### src/rtl/seg_disp_pkg.sv
package seg_disp_pkg;
  localparam int SEG_W = 7;
  localparam int BCD_W = 4;

  typedef logic [SEG_W-1:0] seg_t;

  localparam seg_t SEG_DARK = '1;

  // active-low glyphs, bit 6 = a ... bit 0 = g
  function automatic seg_t glyph_of(input logic [BCD_W-1:0] code);
    seg_t g;
    case (code)
      4'd0: g = 7'b0000001;
      4'd1: g = 7'b1001111;
      4'd2: g = 7'b0010010;
      4'd3: g = 7'b0000110;
      4'd4: g = 7'b1001100;
      4'd5: g = 7'b0100100;
      4'd6: g = 7'b1100000;
      4'd7: g = 7'b0001111;
      4'd8: g = 7'b0000000;
      4'd9: g = 7'b0001100;
      default: g = SEG_DARK;
    endcase
    return g;
  endfunction
endpackage

### src/rtl/seg_digit_dec.sv
module seg_digit_dec
  import seg_disp_pkg::*;
(
  input  logic [BCD_W-1:0] code,
  input  logic             blank_in_n,
  output seg_t             seg_n,
  output logic             blank_out_n
);
  logic is_zero;
  logic suppress;

  assign is_zero  = (code == '0);
  assign suppress = is_zero & ~blank_in_n;

  always_comb begin
    if (suppress) begin
      seg_n       = SEG_DARK;
      blank_out_n = 1'b0;
    end else begin
      seg_n       = glyph_of(code);
      blank_out_n = 1'b1;
    end
  end


  always_comb begin
    if (blank_out_n === 1'b0) begin
      dark_when_pass_chk: assert (seg_n == SEG_DARK);
    end
  end
endmodule

### src/rtl/seg_lane_swap.sv
module seg_lane_swap #(
  parameter int LANES = 4,
  parameter int WIDTH = 4
) (
  input  logic                   reverse,
  input  logic [LANES*WIDTH-1:0] din,
  output logic [LANES*WIDTH-1:0] dout
);
  for (genvar j = 0; j < LANES; j++) begin : g_lane
    localparam int MIRROR = LANES - 1 - j;
    assign dout[j*WIDTH +: WIDTH] = reverse ? din[MIRROR*WIDTH +: WIDTH]
                                            : din[j*WIDTH +: WIDTH];
  end
endmodule

### src/rtl/seg_blank_display.sv
module seg_blank_display
  import seg_disp_pkg::*;
#(
  parameter int NUM_DIGITS = 4
) (
  input  logic                        clk,
  input  logic                        rst,
  input  logic                        trailing_mode,
  input  logic [NUM_DIGITS-1:0]       show_mask,
  input  logic [NUM_DIGITS*BCD_W-1:0] bcd_in,
  output logic [NUM_DIGITS*SEG_W-1:0] seg_n_out,
  output logic                        chain_rbo_n
);
  localparam int BCD_BITS = NUM_DIGITS * BCD_W;
  localparam int SEG_BITS = NUM_DIGITS * SEG_W;
  localparam int LAST     = NUM_DIGITS - 1;

  // chain position 0 is the stage with its blanking input tied low
  logic                  reverse;
  logic [BCD_BITS-1:0]   chain_bcd;
  logic [NUM_DIGITS-1:0] chain_mask;
  logic [SEG_BITS-1:0]   chain_seg;
  logic [SEG_BITS-1:0]   digit_seg;
  logic                  chain_end_n;

  assign reverse = ~trailing_mode;

  seg_lane_swap #(.LANES(NUM_DIGITS), .WIDTH(BCD_W)) i_bcd_swap (
    .reverse (reverse),
    .din     (bcd_in),
    .dout    (chain_bcd)
  );

  seg_lane_swap #(.LANES(NUM_DIGITS), .WIDTH(1)) i_mask_swap (
    .reverse (reverse),
    .din     (show_mask),
    .dout    (chain_mask)
  );

  for (genvar j = 0; j < NUM_DIGITS; j++) begin : g_stage
    logic blank_in_n;
    logic blank_out_n;
    seg_t stage_seg;
    if (j == 0) begin : g_head
      assign blank_in_n = chain_mask[0];
    end else begin : g_link
      assign blank_in_n = g_stage[j-1].blank_out_n | chain_mask[j];
    end
    seg_digit_dec i_dec (
      .code        (chain_bcd[j*BCD_W +: BCD_W]),
      .blank_in_n  (blank_in_n),
      .seg_n       (stage_seg),
      .blank_out_n (blank_out_n)
    );
    assign chain_seg[j*SEG_W +: SEG_W] = stage_seg;
  end

  assign chain_end_n = g_stage[LAST].blank_out_n;

  seg_lane_swap #(.LANES(NUM_DIGITS), .WIDTH(SEG_W)) i_seg_swap (
    .reverse (reverse),
    .din     (chain_seg),
    .dout    (digit_seg)
  );

  always_ff @(posedge clk) begin
    if (rst) begin
      seg_n_out   <= '1;
      chain_rbo_n <= 1'b1;
    end else begin
      seg_n_out   <= digit_seg;
      chain_rbo_n <= chain_end_n;
    end
  end


  reset_dark_chk: assert property (@(posedge clk)
    rst |=> (seg_n_out == '1) && chain_rbo_n);


  chain_live_chk: assert property (@(posedge clk) disable iff (rst)
    (bcd_in != '0) |=> chain_rbo_n);


  all_dark_chk: assert property (@(posedge clk) disable iff (rst)
    ((bcd_in == '0) && (show_mask == '0)) |=> ((seg_n_out == '1) && !chain_rbo_n));

  for (genvar i = 0; i < NUM_DIGITS; i++) begin : g_chk

    invalid_dark_chk: assert property (@(posedge clk) disable iff (rst)
      (bcd_in[i*BCD_W +: BCD_W] > 4'd9) |=> (seg_n_out[i*SEG_W +: SEG_W] == SEG_DARK));

    nonzero_lit_chk: assert property (@(posedge clk) disable iff (rst)
      ((bcd_in[i*BCD_W +: BCD_W] != 4'd0) && (bcd_in[i*BCD_W +: BCD_W] <= 4'd9))
      |=> (seg_n_out[i*SEG_W +: SEG_W] != SEG_DARK));

    forced_lit_chk: assert property (@(posedge clk) disable iff (rst)
      (show_mask[i] && (bcd_in[i*BCD_W +: BCD_W] <= 4'd9))
      |=> (seg_n_out[i*SEG_W +: SEG_W] != SEG_DARK));
  end
endmodule

### config.mk
export PLATFORM = sky130hd
export DESIGN_NAME = seg_blank_display
export DESIGN_NICKNAME = d
export VERILOG_FILES = /design/src/rtl/seg_disp_pkg.sv /design/src/rtl/seg_digit_dec.sv /design/src/rtl/seg_lane_swap.sv /design/src/rtl/seg_blank_display.sv
export SDC_FILE = /design/constraint.sdc
export NUM_CORES = 1
export LEC_CHECK = 0
export BUFFER_PORTS_ARGS = -buffer_cell sky130_fd_sc_hd__buf_4
export CAP_MARGIN = 15
export CORE_AREA = 10 10 78 80
export DETAILED_ROUTE_END_ITERATION = 10
export DIE_AREA = 0 0 88 90
export PLACE_DENSITY = 0.76
export SYNTH_ARGS = -nofsm -noshare
export SYNTH_HDL_FRONTEND = slang
export SYNTH_HIERARCHICAL = 1
export SYNTH_SLANG_ARGS = --single-unit
### constraint.sdc
create_clock -name clk -period 6.4 [get_ports clk]
set_input_delay 1.28 -clock clk [delete_from_list [all_inputs] [get_ports clk]]
set_output_delay 1.28 -clock clk [all_outputs]
set_load 0.05 [all_outputs]
==> qor.csv <==
stage;metric;value;unit
status;status;completed;
placement;place_congestion;0.8446;
global_routing;grt_pass1_wl;8.024;mm
synthesis;syn_area_per_cell;9.658;sq um
clocking;numCtsBuffers;5;
worst_setup_path;path_class;input port to register;
route;viasPerCell;5.023;
timing;finalHoldViolations;0;
die;die_area;7920;sq um
final_layout;drive_gt1_frac;0.4007;
synthesis;yosysTopAreaCellShare;0.2376;
route;first_pass_iters;4;
final_layout;num_antenna_cells;0;
worst_setup_path;crit_family;simple AND/OR/NAND/NOR gates;
synthesis;syn_inst;253;
hold_path;min_from;rst;
timing;fin_crit_sh;0.7895;
die;design.core.area;4598;sq um
worst_setup_path;cp_data_required_time;6.62;ns
worst_setup_path;path_cells;buf_4, inv_2, mux2_2, inv_1, ha_1, nor2b_1, nand2_1, or2_2, nor4b_4, inv_1, or2_2, nor4b_4, inv_1, or2_2, nor4b_4, a21oi_2, o21ai_0, mux2_2, or2_1;
route;ant_nets;0;
worst_setup_path;slowest_stage;mux2_2;
die;fp-row-count;25;
worst_setup_path;crit_start;trailing_mode;
die;die_h;90;um
timing;drv_slew;0;
hold_path;hold-path-cell-count;2;
timing;setup_viol;0;
clocking;cts_max_level;2;
synthesis;yosysTopAreaCell;dfxtp_1;
final_layout;final_nets;338;
power;peakVddDrop;85.48;uV
clocking;cts_resized;0;
die;start_util;0.5314;
timing;fin_setup_tns;0;ns
power;total_power;0.6282;mW
placement;port-buffer-count;51;
worst_setup_path;start_kind;input port;
route;vias;1763;
route;routedWlPerCell;13.22;um
global_routing;antenna_found_initial;0;
global_routing;grt_pass1_vias;1776;
global_routing;grt_max_degree;30;
synthesis;ys_types;29;
global_routing;overflow;0;
die;io_pins;52;
route;drt_iter0_drc;62;
timing;fmax;197.9;MHz
clocking;clkSinkCount;29;
power;powerDensity;221.6;nW/um^2
global_routing;grtUsageTotal;0.1199;
worst_setup_path;worstPathMaxFanout;20;
power;leakagePower;1.297;nW
synthesis;postSynthNetCount;295;
placement;dp_cells;343;
clocking;cts_tree;built;
worst_setup_path;critPathMaxStageDelay;0.44;ns
worst_setup_path;critPathCaptureType;register;
flow_run;drv_cap;0;
hold_path;hold_class;input port to register;
final_layout;stdcell_count;351;
final_layout;area_growth;16.03;%
placement;hpwl;3.753;mm
clocking;clockRootBuffer;clkbuf_8;
timing;rsz0062_at_grt;no;
route;routed_wl;4.640;mm
clocking;cts_buffer_depth;2;
timing;slew_headroom;0.6563;
clocking;clkTransAtPathRegs;0.06;ns
worst_setup_path;critPathArrivalTime;5.27;ns
synthesis;synth_area;2444;sq um
synthesis;ys_warn_count;6;
synthesis;yosys_register_bits;29;
worst_setup_path;path_buf_inv;5;
synthesis;ys_seq_area_frac;0.2376;
hold_path;hold_end;seg_n_out[22]$_SDFF_PP1_;
synthesis;yosys-top-cells-area;dfxtp_1 (24%), mux2_4 (18%), ha_1 (9.7%);
clocking;ctsHoldBuffers;0;
timing;worst_pin_slew;0.5148;ns
clocking;postCtsSetupRepairBufs;0;
die;die_w;88;um
route;drc;0;
timing;fin_crit;5.053;ns
[per-stage QoR]
step / cell area, sq um / hold WS, ns / setup slack (ns) / utilization
CTS: 2835 / 1.370 / 1.363 / 0.6166
global route: 2835 / 1.423 / 1.141 / 0.6166
finish: 2835 / 1.378 / 1.347 / 0.6166
floorplan: 2444 / 1.486 / 1.585 / -
global placement: 2734 / 1.650 / 1.243 / 0.5946
detailed placement: 2734 / 1.661 / 1.115 / 0.5946
[area by class of cell]
cell class | count | area [sq um]
inverter | 13 | 48.80
timing repair buffer | 52 | 390.4
clock buffer | 7 | 96.34
multi-input combinational | 195 | 1647
fill | 410 | 1763
tap | 54 | 67.56
clock inverter | 1 | 5.005
sequential | 29 | 580.6
[where the power goes]
part	total [mW]	internal (mW)	leakage, nW	switching (mW)
registers	0.204	0.200	0.242	0.00471
clock network	0.161	0.0969	0.0542	0.0639
logic	0.263	0.112	1.00	0.151
total	0.628	0.408	1.30	0.220
[synth_stat cells]
cell type and number:
ha_1 19, buf_6 7, mux2_2 18, mux2_4 30
dfxtp_1 29, o22ai_1 1, buf_2 5, o21a_1 1
a21oi_2 4, a21boi_0 3, or4_1 1, nor4_1 1
clkbuf_1 1, a21o_1 1, o31ai_1 3, a21oi_1 9
o21ai_0 18, nand2b_1 4, inv_1 13, nor2_1 13
a211oi_1 1, o21ai_1 4, or2_2 3, nor4b_4 3
nor3b_1 3, nor2b_1 2, nand2_1 21, buf_12 3
or2_1 32
[how the worst max path moves through the flow]
stage | end | slack, ns | cells after the start
finish | seg_n_out[0]$_SDFF_PP1_ | 1.35 | 19
global route | seg_n_out[0]$_SDFF_PP1_ | 1.14 | 19
CTS | seg_n_out[0]$_SDFF_PP1_ | 1.36 | 19
detailed placement | seg_n_out[24]$_SDFF_PP1_ | 1.11 | 19
global placement | seg_n_out[0]$_SDFF_PP1_ | 1.24 | 19
floorplan | seg_n_out[0]$_SDFF_PP1_ | 1.59 | 20
[flip-flops by register name, indices dropped and copies added, names as in the netlist]
name	cells
seg_n_out	28
chain_rbo_n	1
[cell families after synthesis]
group | count (synthesis) | share of synthesized area
AOI/OAI and AO/OA | 45 | 0.1080
muxes | 48 | 0.2673
buffers and inverters | 29 | 0.08858
and+or+nand+nor | 83 | 0.2012
DFF | 29 | 0.2376
adders and majority gates | 19 | 0.09729
[routing by layer]
layer  vias up  routed length, um  part of all wire  track usage
met5         -                  0                 0            0
met4         0                 89             0.019      0.05718
met3         6                247             0.053      0.02347
met2        53               2040              0.44       0.1863
met1       766               2262              0.49       0.1522
li1        938                  -                 -            -
[cell usage in the layout (no fill, tap or decap), drive strengths merged, types with 4 or more instances in the layout]
cell type and n:
a21oi 13, buf 52, clkbuf 7, dfxtp 29, ha 19, inv 13
mux2 48, nand2 21, nand2b 4, nor2 13, o21ai 22, or2 35
(Power assumes the default switching activity.)
